==> src/rtl/cte_pkg.sv <==
package cte_pkg;
   typedef enum logic [1:0] {
      RSP_NONE      = 2'd0,
      RSP_SHORT     = 2'd1,
      RSP_SHORT_RAW = 2'd2,
      RSP_LONG      = 2'd3
   } rsp_kind_e;
endpackage

==> src/rtl/cte_crc_serial.sv <==
// Bit-serial CRC register; the generator polynomial is a parameter.
module cte_crc_serial #(
   parameter int            CRC_W    = 7,
   parameter logic [CRC_W-1:0] CRC_POLY = 7'h09
) (
   input  logic             clk,
   input  logic             rst_n,
   input  logic             clr_i,
   input  logic             en_i,
   input  logic             din_i,
   output logic [CRC_W-1:0] crc_o
);
   logic [CRC_W-1:0] crc_q;
   logic [CRC_W-1:0] crc_nxt;
   logic             fb;

   assign fb = din_i ^ crc_q[CRC_W-1];

   for (genvar i = 0; i < CRC_W; i++) begin : g_tap
      if (i == 0) begin : g_lsb
         assign crc_nxt[i] = fb & CRC_POLY[i];
      end else begin : g_mid
         assign crc_nxt[i] = crc_q[i-1] ^ (fb & CRC_POLY[i]);
      end
   end

   always_ff @(posedge clk or negedge rst_n) begin
      if (!rst_n)     crc_q <= '0;
      else if (clr_i) crc_q <= '0;
      else if (en_i)  crc_q <= crc_nxt;
   end

   assign crc_o = crc_q;
endmodule

==> src/rtl/cte_tx.sv <==
// Token serializer: start, direction, index, argument, CRC, end.
module cte_tx #(
   parameter int               IDX_W    = 6,
   parameter int               ARG_W    = 32,
   parameter int               CRC_W    = 7,
   parameter logic [CRC_W-1:0] CRC_POLY = 7'h09
) (
   input  logic             clk,
   input  logic             rst_n,
   input  logic             load_i,
   input  logic [IDX_W-1:0] idx_i,
   input  logic [ARG_W-1:0] arg_i,
   output logic             line_o,
   output logic             oe_o,
   output logic             last_o
);
   localparam int SPAN    = 2 + IDX_W + ARG_W;
   localparam int TOK_LEN = SPAN + CRC_W + 1;
   localparam int CW      = $clog2(TOK_LEN);
   localparam int SW      = $clog2(CRC_W);

   logic            active_q;
   logic [CW-1:0]   cnt_q;
   logic [SPAN-1:0] sr_q;
   logic [CRC_W-1:0] crc;
   logic [CW-1:0]   crc_off;
   logic            in_body;
   logic            in_crc;

   assign in_body = cnt_q < CW'(SPAN);
   assign in_crc  = !in_body && (cnt_q < CW'(TOK_LEN - 1));
   assign last_o  = active_q && (cnt_q == CW'(TOK_LEN - 1));
   assign crc_off = CW'(TOK_LEN - 2) - cnt_q;

   always_ff @(posedge clk or negedge rst_n) begin
      if (!rst_n) begin
         active_q <= 1'b0;
         cnt_q    <= '0;
         sr_q     <= '0;
      end else if (load_i) begin
         active_q <= 1'b1;
         cnt_q    <= '0;
         sr_q     <= {1'b0, 1'b1, idx_i, arg_i};
      end else if (active_q) begin
         cnt_q <= cnt_q + 1'b1;
         sr_q  <= {sr_q[SPAN-2:0], 1'b0};
         if (last_o) active_q <= 1'b0;
      end
   end

   cte_crc_serial #(.CRC_W(CRC_W), .CRC_POLY(CRC_POLY)) u_crc (
      .clk   (clk),
      .rst_n (rst_n),
      .clr_i (load_i),
      .en_i  (active_q && in_body),
      .din_i (sr_q[SPAN-1]),
      .crc_o (crc)
   );

   always_comb begin
      if (!active_q)    line_o = 1'b1;
      else if (in_body) line_o = sr_q[SPAN-1];
      else if (in_crc)  line_o = crc[crc_off[SW-1:0]];
      else              line_o = 1'b1;
   end

   assign oe_o = active_q;
endmodule

==> src/rtl/cte_rx.sv <==
// Reply receiver: start-bit hunt with timeout, capture, decode, checks.
module cte_rx
   import cte_pkg::*;
#(
   parameter int               IDX_W      = 6,
   parameter int               ARG_W      = 32,
   parameter int               CRC_W      = 7,
   parameter logic [CRC_W-1:0] CRC_POLY   = 7'h09,
   parameter int               LONG_LEN   = 136,
   parameter int               TMO_CYCLES = 64
) (
   input  logic                      clk,
   input  logic                      rst_n,
   input  logic                      clr_i,
   input  logic                      arm_i,
   input  rsp_kind_e                 kind_i,
   input  logic [IDX_W-1:0]          sent_idx_i,
   input  logic                      line_i,
   output logic                      busy_o,
   output logic                      done_o,
   output logic                      timeout_o,
   output logic                      crc_err_o,
   output logic                      idx_err_o,
   output logic [IDX_W-1:0]          idx_o,
   output logic [LONG_LEN-IDX_W-4:0] data_o
);
   localparam int SPAN      = 2 + IDX_W + ARG_W;
   localparam int SHORT_LEN = SPAN + CRC_W + 1;
   localparam int LONG_PAY  = LONG_LEN - IDX_W - 3;
   localparam int RCW       = $clog2(LONG_LEN);
   localparam int TCW       = $clog2(TMO_CYCLES);
   localparam int IDX_TOP   = SHORT_LEN - 3;
   localparam int ARG_TOP   = IDX_TOP - IDX_W;

   typedef enum logic [1:0] {R_IDLE, R_WAIT, R_CAP} rx_state_e;

   rx_state_e         state_q;
   logic [RCW-1:0]    rcnt_q;
   logic [TCW-1:0]    tmo_q;
   logic [LONG_LEN-1:0] frame_q;
   logic [LONG_LEN-1:0] frame_nxt;
   logic [CRC_W-1:0]  crc;
   logic              last_bit;
   logic              crc_en;
   logic              is_long;

   assign is_long   = (kind_i == RSP_LONG);
   assign frame_nxt = {frame_q[LONG_LEN-2:0], line_i};
   assign last_bit  = is_long ? (rcnt_q == RCW'(LONG_LEN - 1))
                              : (rcnt_q == RCW'(SHORT_LEN - 1));
   assign crc_en    = ((state_q == R_WAIT) && !line_i) ||
                      ((state_q == R_CAP) && (rcnt_q < RCW'(SPAN)));

   cte_crc_serial #(.CRC_W(CRC_W), .CRC_POLY(CRC_POLY)) u_crc (
      .clk   (clk),
      .rst_n (rst_n),
      .clr_i (arm_i),
      .en_i  (crc_en),
      .din_i (line_i),
      .crc_o (crc)
   );

   always_ff @(posedge clk or negedge rst_n) begin
      if (!rst_n) begin
         state_q   <= R_IDLE;
         rcnt_q    <= '0;
         tmo_q     <= '0;
         frame_q   <= '0;
         done_o    <= 1'b0;
         timeout_o <= 1'b0;
         crc_err_o <= 1'b0;
         idx_err_o <= 1'b0;
         idx_o     <= '0;
         data_o    <= '0;
      end else begin
         done_o <= 1'b0;
         if (clr_i) begin
            timeout_o <= 1'b0;
            crc_err_o <= 1'b0;
            idx_err_o <= 1'b0;
            idx_o     <= '0;
            data_o    <= '0;
         end
         unique case (state_q)
            R_IDLE: begin
               if (arm_i) begin
                  state_q <= R_WAIT;
                  tmo_q   <= '0;
               end
            end
            R_WAIT: begin
               if (!line_i) begin
                  state_q <= R_CAP;
                  rcnt_q  <= RCW'(1);
                  frame_q <= frame_nxt;
               end else if (tmo_q == TCW'(TMO_CYCLES - 1)) begin
                  state_q   <= R_IDLE;
                  done_o    <= 1'b1;
                  timeout_o <= 1'b1;
               end else begin
                  tmo_q <= tmo_q + 1'b1;
               end
            end
            R_CAP: begin
               frame_q <= frame_nxt;
               rcnt_q  <= rcnt_q + 1'b1;
               if (last_bit) begin
                  state_q <= R_IDLE;
                  done_o  <= 1'b1;
                  if (is_long) begin
                     idx_o  <= '0;
                     data_o <= frame_nxt[LONG_PAY:1];
                  end else begin
                     idx_o     <= frame_nxt[IDX_TOP -: IDX_W];
                     data_o    <= LONG_PAY'(frame_nxt[ARG_TOP -: ARG_W]);
                     crc_err_o <= (kind_i == RSP_SHORT) &&
                                  (frame_nxt[CRC_W:1] != crc);
                     idx_err_o <= (kind_i == RSP_SHORT) &&
                                  (frame_nxt[IDX_TOP -: IDX_W] != sent_idx_i);
                  end
               end
            end
            default: state_q <= R_IDLE;
         endcase
      end
   end

   assign busy_o = (state_q != R_IDLE);
endmodule

==> src/rtl/cmd_token_engine.sv <==
module cmd_token_engine
   import cte_pkg::*;
#(
   parameter int               IDX_W      = 6,
   parameter int               ARG_W      = 32,
   parameter int               CRC_W      = 7,
   parameter logic [CRC_W-1:0] CRC_POLY   = 7'h09,
   parameter int               LONG_LEN   = 136,
   parameter int               TMO_CYCLES = 64
) (
   input  logic                      clk,
   input  logic                      rst_n,
   input  logic                      start_i,
   input  logic [IDX_W-1:0]          cmd_idx_i,
   input  logic [ARG_W-1:0]          cmd_arg_i,
   input  logic [1:0]                rsp_kind_i,
   output logic                      cmd_o,
   output logic                      cmd_oe_o,
   input  logic                      cmd_i,
   output logic                      busy_o,
   output logic                      done_o,
   output logic [IDX_W-1:0]          rsp_idx_o,
   output logic [LONG_LEN-IDX_W-4:0] rsp_data_o,
   output logic                      crc_err_o,
   output logic                      idx_err_o,
   output logic                      timeout_o
);
   localparam int SHORT_LEN = 2 + IDX_W + ARG_W + CRC_W + 1;

   if (CRC_W < 2 || CRC_W > 16) begin : g_bad_crc
      $error("cmd_token_engine: CRC_W out of range");
   end
   if (TMO_CYCLES < 2) begin : g_bad_tmo
      $error("cmd_token_engine: TMO_CYCLES must be at least 2");
   end
   if (LONG_LEN <= SHORT_LEN) begin : g_bad_len
      $error("cmd_token_engine: LONG_LEN must exceed the short frame");
   end

   logic             accept;
   logic             tx_last;
   logic             rx_busy;
   logic             rx_done;
   logic             done_none_q;
   rsp_kind_e        kind_q;
   logic [IDX_W-1:0] idx_q;

   assign busy_o = cmd_oe_o | rx_busy;
   assign accept = start_i && !busy_o;

   always_ff @(posedge clk or negedge rst_n) begin
      if (!rst_n) begin
         kind_q      <= RSP_NONE;
         idx_q       <= '0;
         done_none_q <= 1'b0;
      end else begin
         done_none_q <= tx_last && (kind_q == RSP_NONE);
         if (accept) begin
            kind_q <= rsp_kind_e'(rsp_kind_i);
            idx_q  <= cmd_idx_i;
         end
      end
   end

   cte_tx #(.IDX_W(IDX_W), .ARG_W(ARG_W), .CRC_W(CRC_W), .CRC_POLY(CRC_POLY)) u_tx (
      .clk    (clk),
      .rst_n  (rst_n),
      .load_i (accept),
      .idx_i  (cmd_idx_i),
      .arg_i  (cmd_arg_i),
      .line_o (cmd_o),
      .oe_o   (cmd_oe_o),
      .last_o (tx_last)
   );

   cte_rx #(
      .IDX_W(IDX_W), .ARG_W(ARG_W), .CRC_W(CRC_W), .CRC_POLY(CRC_POLY),
      .LONG_LEN(LONG_LEN), .TMO_CYCLES(TMO_CYCLES)
   ) u_rx (
      .clk        (clk),
      .rst_n      (rst_n),
      .clr_i      (accept),
      .arm_i      (tx_last && (kind_q != RSP_NONE)),
      .kind_i     (kind_q),
      .sent_idx_i (idx_q),
      .line_i     (cmd_i),
      .busy_o     (rx_busy),
      .done_o     (rx_done),
      .timeout_o  (timeout_o),
      .crc_err_o  (crc_err_o),
      .idx_err_o  (idx_err_o),
      .idx_o      (rsp_idx_o),
      .data_o     (rsp_data_o)
   );

   assign done_o = done_none_q | rx_done;
endmodule

==> config.mk <==
export PLATFORM = sky130hd
export DESIGN_NAME = cmd_token_engine
export DESIGN_NICKNAME = d
export VERILOG_FILES = /design/src/rtl/cte_pkg.sv /design/src/rtl/cte_crc_serial.sv /design/src/rtl/cte_tx.sv /design/src/rtl/cte_rx.sv /design/src/rtl/cmd_token_engine.sv
export SDC_FILE = /design/constraint.sdc
export NUM_CORES = 1
export LEC_CHECK = 0
export ABC_AREA = 1
export ABC_CLOCK_PERIOD_IN_PS = 2670
export BUFFER_PORTS_ARGS = -buffer_cell sky130_fd_sc_hd__buf_2
export CELL_PAD_IN_SITES_DETAIL_PLACEMENT = 2
export CELL_PAD_IN_SITES_GLOBAL_PLACEMENT = 2
export CORE_ASPECT_RATIO = 0.8
export CORE_MARGIN = 4
export CORE_UTILIZATION = 39
export CTS_BUF_LIST = sky130_fd_sc_hd__clkbuf_8
export DETAILED_ROUTE_END_ITERATION = 12
export PLACE_DENSITY = 0.95
export SYNTH_ARGS = -nofsm -noshare
export SYNTH_HDL_FRONTEND = slang
export SYNTH_SLANG_ARGS = --single-unit
export TNS_END_PERCENT = 10
==> constraint.sdc <==
create_clock -name clk -period 2.67 [get_ports clk]
set_input_delay 0.1335 -clock clk [delete_from_list [all_inputs] [get_ports clk]]
set_output_delay 0.1335 -clock clk [all_outputs]
set_load 0.005 [all_outputs]
==> results of run 1 <==
[cell usage after synthesis (all sizes together), types with 6 or more instances]
cell / n / area, um2
o221ai: 27 / 236
xnor2: 8 / 70.1
nor3: 7 / 35.0
o21ai: 295 / 1640
clkbuf: 47 / 176
o22ai: 8 / 50.1
nand3: 122 / 616
dfrtp: 350 / 8760
nand2: 573 / 2160
nor2: 76 / 290
inv: 263 / 987
a21oi: 6 / 30.0
ha: 7 / 87.6
buf: 66 / 424
[power by group through the flow]
stage	registers (mW)	clock network (mW)	logic [mW]
after global routing	7.91	5.67	6.91
after floorplan	7.23	0	3.42
after global placement	7.39	0	4.74
after detailed placement	7.55	0	5.33
after CTS	7.63	5.24	5.97
final	7.90	5.44	6.58
[state kept, by name, summed over array words and instances, names as in the netlist]
signal	cells
u_rx.data_o	127
u_rx.frame_q	127
u_tx.sr_q	40
u_rx.rcnt_q	8
u_rx.u_crc.crc_o	7
u_tx.u_crc.crc_o	7
idx_q	6
u_rx.idx_o	6
u_rx.tmo_q	6
u_tx.cnt_q	6
kind_q	2
u_rx.state_q	2
done_none_q	1
u_rx.crc_err_o	1
u_rx.done_o	1
u_rx.idx_err_o	1
u_rx.timeout_o	1
u_tx.oe_o	1
[per-layer routing]
metal  vias to the layer above  track usage (%)  part of all wire [%]
li1                       6330                -                     -
met1                      8191             43.6                    37
met2                       889             63.9                    50
met3                       352             7.02                   5.9
met4                         0             22.1                   6.9
met5                         -                0                     0
[cells by family after synthesis]
logic type / after synthesis / share of synthesized area (%)
flops: 350 / 55.5
compound gates: 348 / 13.0
fa+ha+maj: 7 / 0.555
simple gates: 789 / 20.1
xor+xnor: 12 / 0.667
buf+inv: 377 / 10.1
[metrics by stage]
stage / instances / worst slack [ns] / total power [mW]
finish: 2670 / 0.0481 / 19.9
global route: 2669 / 0.0131 / 20.5
CTS: 2666 / 0.00110 / 18.8
detailed placement: 2517 / 0.248 / 12.9
global placement: 2517 / 0.479 / 12.1
floorplan: 1883 / 1.03 / 10.6
[worst max-delay path, cell delays in order (launching register included)]
cell and delay, ns:
dfrtp_2 0.50, ha_1 0.31, nand2_2 0.18, nand3_1 0.17, nor3_2 0.19, nand3_1 0.15, nand2_1 0.16, inv_1 0.05
buf_2 0.12
[worst max-delay path by stage]
stage | end | cells past startpoint
after floorplan | u_rx.frame_q[101]$_DFFE_PN0P_ | 11
after global placement | u_rx.idx_err_o$_DFF_PN0_ | 9
after detailed placement | u_rx.idx_err_o$_DFF_PN0_ | 9
after CTS | cmd_o | 8
after global routing | cmd_o | 9
final | cmd_o | 8
[cell type report]
cell class / count / area (um2)
inverters: 264 / 991
clock inverters: 31 / 160
well taps: 536 / 671
clock buffers: 76 / 1050
repair buffers: 253 / 1690
multi-input cells: 1156 / 5470
diodes: 4 / 10.0
fillers: 4338 / 20900
flip-flops and latches: 350 / 8760
[timing repair]
action                                  in CTS  in global routing
setup buffers                                0                  0
endpoints found under the setup margin       0                 21
resized for setup                            0                  6
hold endpoints to repair                   134                  0
hold buffers                                42                  0
==> results.py, run 1 <==
metrics = {
    "layout": {
        "fin_nets": 2134,
        "syn2layout_area_growth_pct": 19.2,
        "mostFrequentLayoutCell": "nand2_1",
        "final_cell_area_um2": 18800,
        "final_cell_mix": "567 x nand2_1, 349 x dfrtp_1, 227 x inv_1",
        "drive_gt1_share_pct": 19.6,
        "final_util_pct": 47.4,
    },
    "timing": {
        "rsz0062_at_grt": "no",
        "finClkSkew_ns": 0.0431,
        "worstMarginPinSlew_ns": 1.01,
        "hold_viol": 0,
        "finalCritPeriodShare_pct": 98.2,
        "slew_headroom_pct": 31.9,
        "setup_viol": 0,
        "report.final.slew_viol_count": 0,
        "fin_crit_ns": 2.62,
        "fmax_mhz": 381,
        "tns_ns": 0,
        "timing.hold.ws_ns": 0.0735,
    },
    "die": {
        "die_area_um2": 43700,
        "core_area_um2": 39700,
        "rows": 65,
        "io_pins": 184,
        "start_util_pct": 39.7,
        "die_x_um": 233,
        "die_h_um": 188,
    },
    "logic_synthesis": {
        "postSynthCellCount": 1883,
        "synthDistinctLibCells": 37,
        "synth.ff_latch_count": 350,
        "synth_edf_count": 0,
        "synth_seq_area_share_pct": 55.5,
        "synth_ff_type": "dfrtp_1",
        "syn-num-nets": 1934,
        "syn_area_um2": 15800,
        "yosys_warnings": 0,
        "synthArstFlopShare_pct": 100,
        "syn_area_per_cell_um2": 8.37,
    },
    "grt": {
        "grt_max_degree": 119,
        "grt_pass1_vias": 17800,
        "grt_overflow_total": 0,
        "track_usage_pct": 37.4,
        "grt_pass1_wl_um": 124000,
        "antenna_found_initial": 3,
    },
    "setup_path": {
        "cp_data_required_time_ns": 2.54,
        "critPathKind": "reg2out",
        "r2r_cells": 8,
        "r2r_slack_ns": 0.11,
        "cp-startpoint": "u_tx.cnt_q[0]$_DFFE_PN0P_",
        "reg2reg_to": "u_rx.tmo_q[3]$_DFFE_PN0P_",
        "endpoint_kind": "primary output",
        "cp.arrival_ns": 2.49,
        "critPathLaunchType": "flop",
        "r2r-start": "u_tx.cnt_q[0]$_DFFE_PN0P_",
        "worstPathMaxFanout": 7,
    },
    "job": {
        "drv_cap": 0,
    },
    "hold_path": {
        "hold_class": "in2async",
    },
    "routing": {
        "ant_nets": 0,
        "wl_um": 82300,
        "dr.pass1.iters": 5,
        "drt_iter0_markers": 1601,
        "vias": 15800,
        "viasPerCell": 5.90,
        "post_drt_wl_per_cell_um": 30.8,
        "drcViolationCount": 0,
    },
    "clock_network": {
        "clk_latency_ns": 0.66,
        "cts.sinks": 350,
        "cts.reportedPaths.clkPinSlew_ns": 0.07,
        "tritoncts": "done",
        "cts_made_buffers": 58,
        "cts_root_buffer": "clkbuf_8",
        "clock_path_buffers": 3,
        "cts_max_level": 2,
    },
    "power_and_ir_drop": {
        "swShare_pct": 45.2,
        "p_int_mw": 10.9,
        "power_frac_clock_pct": 27.3,
        "comb_power_share_pct": 33.0,
        "ir_worst_vdd_mv": 0.501,
        "leakage_nw": 10.3,
        "power_density_nw_per_um2": 1060,
        "seqPwrFrac_pct": 39.6,
        "switchingPower_mw": 9.00,
    },
    "placement": {
        "place.gp.congestion": 0.773,
        "hpwlAfterDp_um": 37100,
        "port_buffers": 183,
        "place_area_um2": 17100,
    },
    "status": {
        "status": "finished, final reports clean",
    },
}
No activity file was read; power rests on OpenSTA's default activity.
==> inputs of run 2 (changes only) <==
- BUFFER_PORTS_ARGS: -buffer_cell sky130_fd_sc_hd__buf_2 -> -buffer_cell sky130_fd_sc_hd__buf_4
==> run 2 against run 1 <==
  * The flow now finishes with violations (negative setup slack)
  * Sequential power hardly changed
  * Critical path depth rose by 1
  * Wire length increased by 5.7%
  * Sequential cell count did not move
  * Highest routed layer is now met5
  * Cell area grew 2.5%
  * Clock power about the same
  * Sequential share of layout area decreased by 1.2 points
  * Global-route usage rose by 2.0 points
  * Register-to-register slack worse by 0.13 ns
  * Critical endpoint is now u_rx.crc_err_o$_DFF_PN0_
  * Worst setup slack got worse by 0.067 ns
  * Core utilization grew 1.2 points
==> results.py, run 2 (synthesis gave the netlist of run 1 again) <==
metrics = {
    "status": {
        "status": "finished with violations",
        "violations": "negative setup slack",
    },
    "setup_path": {
        "cp_data_required_time_ns": 3.22,
        "endpoint_kind": "flop",
        "cpMaxStageDelayCell": "dfrtp_1",
        "path_delay_family": "simple AND/OR/NAND/NOR gates",
        "max_stage_delay_ns": 0.47,
        "critPathLaunchType": "flop",
        "critPathBufInv": 2,
        "path_cells": "ha_1 > nand2_2 > nor2_2 > nand3_2 > inv_2 > buf_6 > nand3_2 > nand2_1 > nand2_1",
        "r2r-start": "u_rx.rcnt_q[0]$_DFFE_PN0P_",
        "path_depth": 9,
        "r2r_slack_ns": -0.02,
        "cp.arrival_ns": 3.24,
        "critPathKind": "reg2reg",
        "worstPathMaxFanout": 43,
        "r2r_cells": 9,
        "reg2reg_to": "u_rx.crc_err_o$_DFF_PN0_",
    },
    "layout": {
        "mostFrequentLayoutCell": "nand2_1",
        "reg_top3": "u_rx.data_o x127, u_rx.frame_q x127, u_tx.sr_q x40",
        "final_cell_mix": "568 x nand2_1, 350 x dfrtp_1, 231 x inv_1",
        "fin_nets": 2138,
        "final_cell_area_um2": 19300,
        "drive_gt1_share_pct": 19.5,
        "syn2layout_area_growth_pct": 22.3,
        "final_util_pct": 48.6,
    },
    "grt": {
        "track_usage_pct": 39.3,
        "antenna_found_initial": 3,
        "grt_pass1_wl_um": 129000,
        "grt_pass1_vias": 18100,
        "grt_overflow_total": 0,
        "grt_max_degree": 120,
    },
    "power_and_ir_drop": {
        "p_int_mw": 11.0,
        "leakage_nw": 10.3,
        "seqPwrFrac_pct": 39.1,
        "fin_total_pwr_mw": 20.2,
        "power_density_nw_per_um2": 1050,
        "comb_power_share_pct": 34.1,
        "switchingPower_mw": 9.16,
        "power_frac_clock_pct": 26.9,
        "ir_worst_vdd_mv": 0.542,
        "swShare_pct": 45.3,
    },
    "die": {
        "start_util_pct": 39.7,
        "die_h_um": 188,
        "core_area_um2": 39700,
        "die_x_um": 233,
        "die_area_um2": 43700,
        "io_pins": 184,
        "rows": 65,
    },
    "clock_network": {
        "cts_setup_buffers": 0,
        "cts_root_buffer": "clkbuf_8",
        "cts.reportedPaths.clkPinSlew_ns": 0.08,
        "clk_latency_ns": 0.69,
        "clock_path_buffers": 3,
        "tritoncts": "done",
        "cts_max_level": 2,
        "cts_made_buffers": 58,
        "cts.sinks": 350,
    },
    "timing": {
        "finClkSkew_ns": 0.0538,
        "slew_headroom_pct": 32.4,
        "fin_ws_ns": -0.0188,
        "fin_crit_ns": 2.69,
        "report.final.slew_viol_count": 0,
        "worstMarginPinSlew_ns": 1.01,
        "fmax_mhz": 372,
        "hold_viol": 0,
        "rsz0062_at_grt": "yes",
        "finalCritPeriodShare_pct": 101,
        "setup_viol": 2,
    },
    "routing": {
        "viasPerCell": 6.02,
        "drcViolationCount": 0,
        "dr.pass1.iters": 5,
        "wl_um": 87000,
        "drt_iter0_markers": 1602,
        "post_drt_wl_per_cell_um": 32.5,
        "ant_nets": 0,
        "vias": 16100,
    },
    "job": {
        "drv_cap": 0,
    },
    "placement": {
        "port_buffers": 183,
        "hpwlAfterDp_um": 40100,
        "place.gp.congestion": 0.790,
        "place_area_um2": 17600,
    },
    "hold_path": {
        "hold_class": "in2async",
    },
}
## run 2: cell count changes in the layout (fill, tap and decap cells not counted), sizes merged
cell,change
clkinvlp,-1
clkbuf,+2
bufinv,-1
clkinv,-3
diode,-2
inv,+4
buf,+4
## run 2: per-stage QoR
| step | setup WS [ns] | std cells | TNS (ns) | hold WS, ns |
|---|---|---|---|---|
| after floorplan | 1.03 | 1883 | 0 | -0.162 |
| after global placement | 0.420 | 2521 | 0 | 0.221 |
| after detailed placement | 0.145 | 2521 | 0 | 0.238 |
| after CTS | 0.0244 | 2671 | 0 | 0.132 |
| after global routing | -0.0218 | 2673 | -0.0352 | 0.178 |
| final | -0.0188 | 2673 | -0.0198 | 0.0603 |
## run 2: timing repair
item / in CTS / in global routing
pin swaps: 0 / 0
hold buffers: 42 / 0
endpoints found under the hold margin: 132 / 0
setup endpoints to repair: 8 / 22
gates resized for setup: 1 / 3
## run 2: worst max-delay path by stage
stage | startpoint | endpoint | slack (ns)
global placement | u_rx.rcnt_q[0]$_DFFE_PN0P_ | u_rx.crc_err_o$_DFF_PN0_ | 0.42
finish | u_rx.rcnt_q[0]$_DFFE_PN0P_ | u_rx.crc_err_o$_DFF_PN0_ | -0.02
detailed placement | u_rx.rcnt_q[0]$_DFFE_PN0P_ | u_rx.crc_err_o$_DFF_PN0_ | 0.15
floorplan | u_rx.state_q[1]$_DFFE_PN0P_ | u_rx.frame_q[101]$_DFFE_PN0P_ | 1.03
global route | u_rx.state_q[1]$_DFFE_PN0P_ | u_tx.sr_q[33]$_DFFE_PN0P_ | -0.02
CTS | u_rx.rcnt_q[0]$_DFFE_PN0P_ | u_rx.idx_o[1]$_DFF_PN0_ | 0.02
## run 2: metal layers
| layer | vias to the layer above | track usage [%] | wire (um) |
|---|---|---|---|
| met3 | 411 | 6.56 | 5060 |
| li1 | 6332 | - | - |
| met5 | - | 0 | 13 |
| met1 | 8391 | 45.3 | 32000 |
| met4 | 2 | 24.0 | 6620 |
| met2 | 963 | 68.2 | 43300 |
## run 2: power groups by stage
stage	Sequential, mW	Combinational (mW)	Clock (mW)
after detailed placement	7.59	5.60	0
after global placement	7.42	4.92	0
after CTS	7.64	6.15	5.14
after floorplan	7.23	3.42	0
final	7.90	6.88	5.43
after global routing	7.91	7.20	5.65
## run 2: area by class of cell
type / count / area [um2]
fill: 4300 / 20400
sequential: 350 / 8760
multi-input combinational: 1156 / 5480
timing repair buffer: 257 / 2180
clock buffer: 78 / 1070
inverter: 264 / 991
tap: 536 / 671
clock inverter: 30 / 119
antenna: 2 / 5.00
==> inputs of run 3 (changes only) <==
- ABC_CLOCK_PERIOD_IN_PS: 2670 -> 2700
- CORE_UTILIZATION: 39 -> 36
- PLACE_DENSITY: 0.95 -> 0.89
- clock period: 2.67 -> 2.7 ns (I/O delays scaled with it)
==> run 3 against run 2 <==
  * Final cell count increased by 0.82%
  * Sequential share of layout area about the same
  * Worst setup slack better by 0.28 ns
  * Critical path depth down 1
  * The flow now finishes without violations
  * Sequential power is 5.1% lower
  * Total power is 10% lower
  * Wire length fell by 31%
  * Count of clock-buffer cells in the layout decreased by 3
  * Clock skew is 0.0032 ns lower
  * Combinational power shrank 16%
  * Non-clock buffer count up 2
  * Core utilization shrank 4.0 points
==> results.py, run 3 (synthesis gave the netlist of run 1 again) <==
metrics = {
    "routing": {
        "vias": 14100,
        "ant_nets": 0,
        "post_drt_wl_per_cell_um": 22.2,
        "viasPerCell": 5.22,
        "wl_um": 59700,
        "drt_iter0_markers": 655,
        "dr.pass1.iters": 5,
        "drcViolationCount": 0,
    },
    "setup_path": {
        "cp.arrival_ns": 2.31,
        "cp-startpoint": "u_tx.cnt_q[0]$_DFFE_PN0P_",
        "cp_data_required_time_ns": 2.57,
        "worstPathMaxFanout": 7,
        "reg2reg_to": "u_tx.sr_q[3]$_DFFE_PN0P_",
        "critPathLaunchType": "flop",
        "crit_end": "cmd_o",
        "endpoint_kind": "primary output",
        "r2r-start": "u_rx.state_q[0]$_DFFE_PN0P_",
        "critPathKind": "reg2out",
        "r2r_cells": 6,
        "r2r_slack_ns": 0.29,
    },
    "die": {
        "rows": 68,
        "die_h_um": 195,
        "core_area_um2": 43200,
        "die_x_um": 242,
        "io_pins": 184,
        "die_area_um2": 47200,
        "start_util_pct": 36.5,
    },
    "placement": {
        "hpwlAfterDp_um": 34600,
        "port_buffers": 183,
        "place.gp.congestion": 0.804,
    },
    "layout": {
        "syn2layout_area_growth_pct": 22.3,
        "drive_gt1_share_pct": 19.7,
        "fin_nets": 2142,
        "reg_top3": "u_rx.data_o x127, u_rx.frame_q x127, u_tx.sr_q x40",
        "final_cell_mix": "568 x nand2_1, 350 x dfrtp_1, 224 x inv_1",
        "mostFrequentLayoutCell": "nand2_1",
    },
    "timing": {
        "rsz0062_at_grt": "no",
        "tns_ns": 0,
        "setup_viol": 0,
        "hold_viol": 0,
        "slew_headroom_pct": 41.6,
        "fin_crit_ns": 2.44,
        "fmax_mhz": 410,
        "report.final.slew_viol_count": 0,
        "finalCritPeriodShare_pct": 90.4,
        "finClkSkew_ns": 0.0505,
        "worstMarginPinSlew_ns": 0.875,
    },
    "hold_path": {
        "hold_class": "in2async",
    },
    "clock_network": {
        "clk_latency_ns": 0.66,
        "cts_max_level": 2,
        "cts.reportedPaths.clkPinSlew_ns": 0.07,
        "cts_root_buffer": "clkbuf_8",
        "clock_path_buffers": 3,
        "tritoncts": "done",
        "cts.sinks": 350,
        "cts_made_buffers": 60,
    },
    "power_and_ir_drop": {
        "ir_worst_vdd_mv": 0.436,
        "power_density_nw_per_um2": 940,
        "fin_total_pwr_mw": 18.1,
        "leakage_nw": 10.3,
    },
    "grt": {
        "grt_overflow_total": 0,
        "antenna_found_initial": 3,
        "grt_pass1_vias": 16200,
        "track_usage_pct": 25.3,
        "grt_max_degree": 90,
        "grt_pass1_wl_um": 95800,
    },
    "status": {
        "status": "finished, final reports clean",
    },
    "job": {
        "drv_cap": 0,
    },
}
[run 3: how the worst min path moves through the flow]
stage / to / slack [ns] / depth (start not counted)
4_1_cts: u_rx.data_o[33]$_DFF_PN0_ / 0.09 / 2
3_5_place_dp: u_rx.frame_q[60]$_DFFE_PN0P_ / 0.21 / 1
6_report: u_rx.frame_q[41]$_DFFE_PN0P_ / 0.09 / 2
2_1_floorplan: done_none_q$_DFF_PN0_ / -0.16 / 0
5_1_grt: u_rx.idx_o[2]$_DFF_PN0_ / 0.14 / 2
3_3_place_gp: u_rx.frame_q[60]$_DFFE_PN0P_ / 0.20 / 1
[run 3: what timing repair did]
| item | 4_1_cts | 5_1_grt |
|---|---|---|
| hold buffers | 42 | 0 |
| setup endpoints to repair | 0 | 1 |
| resized for setup | 0 | 1 |
| buffers inserted | 0 | 0 |
| hold endpoints to repair | 198 | 0 |
[run 3: worst max-delay path: stages (launching register included)]
cell and delay (ns):
dfrtp_1 0.47, ha_1 0.27, nand2_1 0.21, nand3_1 0.13, nor3_2 0.19, nand3_1 0.12, nand2_1 0.08, inv_1 0.05
buf_4 0.12
[run 3: report_power, final]
| group | total, mW | leakage, nW | internal (mW) | switching [mW] |
|---|---|---|---|---|
| Sequential | 7.50 | 4.68 | 6.49 | 1.01 |
| Combinational | 5.75 | 4.95 | 1.83 | 3.91 |
| Clock | 4.87 | 0.680 | 2.49 | 2.38 |
| Total | 18.1 | 10.3 | 10.8 | 7.30 |
[run 3: metal layers]
layer  global-route usage, %  part of all wire (%)  vias up
li1                        -                     -     6344
met1                    30.3                    41     7292
met2                    44.9                    51      287
met3                    4.78                   3.7      156
met4                    10.6                   4.2        2
met5                       0                 0.023        -
[run 3: stage by stage]
stage | utilization [%] | cell area [um2] | std cells | worst slack (ns) | hold slack, ns
global placement | 40.9 | 17700 | 2547 | 0.658 | 0.196
floorplan | - | 15800 | 1883 | 1.06 | -0.161
finish | 44.6 | 19300 | 2695 | 0.260 | 0.0922
detailed placement | 40.9 | 17700 | 2547 | 0.508 | 0.208
global route | 44.6 | 19300 | 2695 | 0.111 | 0.140
CTS | 44.6 | 19300 | 2693 | 0.230 | 0.0938
[run 3: final cells by class]
class / count / area [um2]
multi-input combinational: 1156 / 5470
clock inverter: 29 / 129
antenna: 2 / 5.00
clock buffer: 75 / 1030
fill: 4692 / 23900
sequential: 350 / 8760
inverter: 264 / 991
tap: 560 / 701
timing repair buffer: 259 / 2190
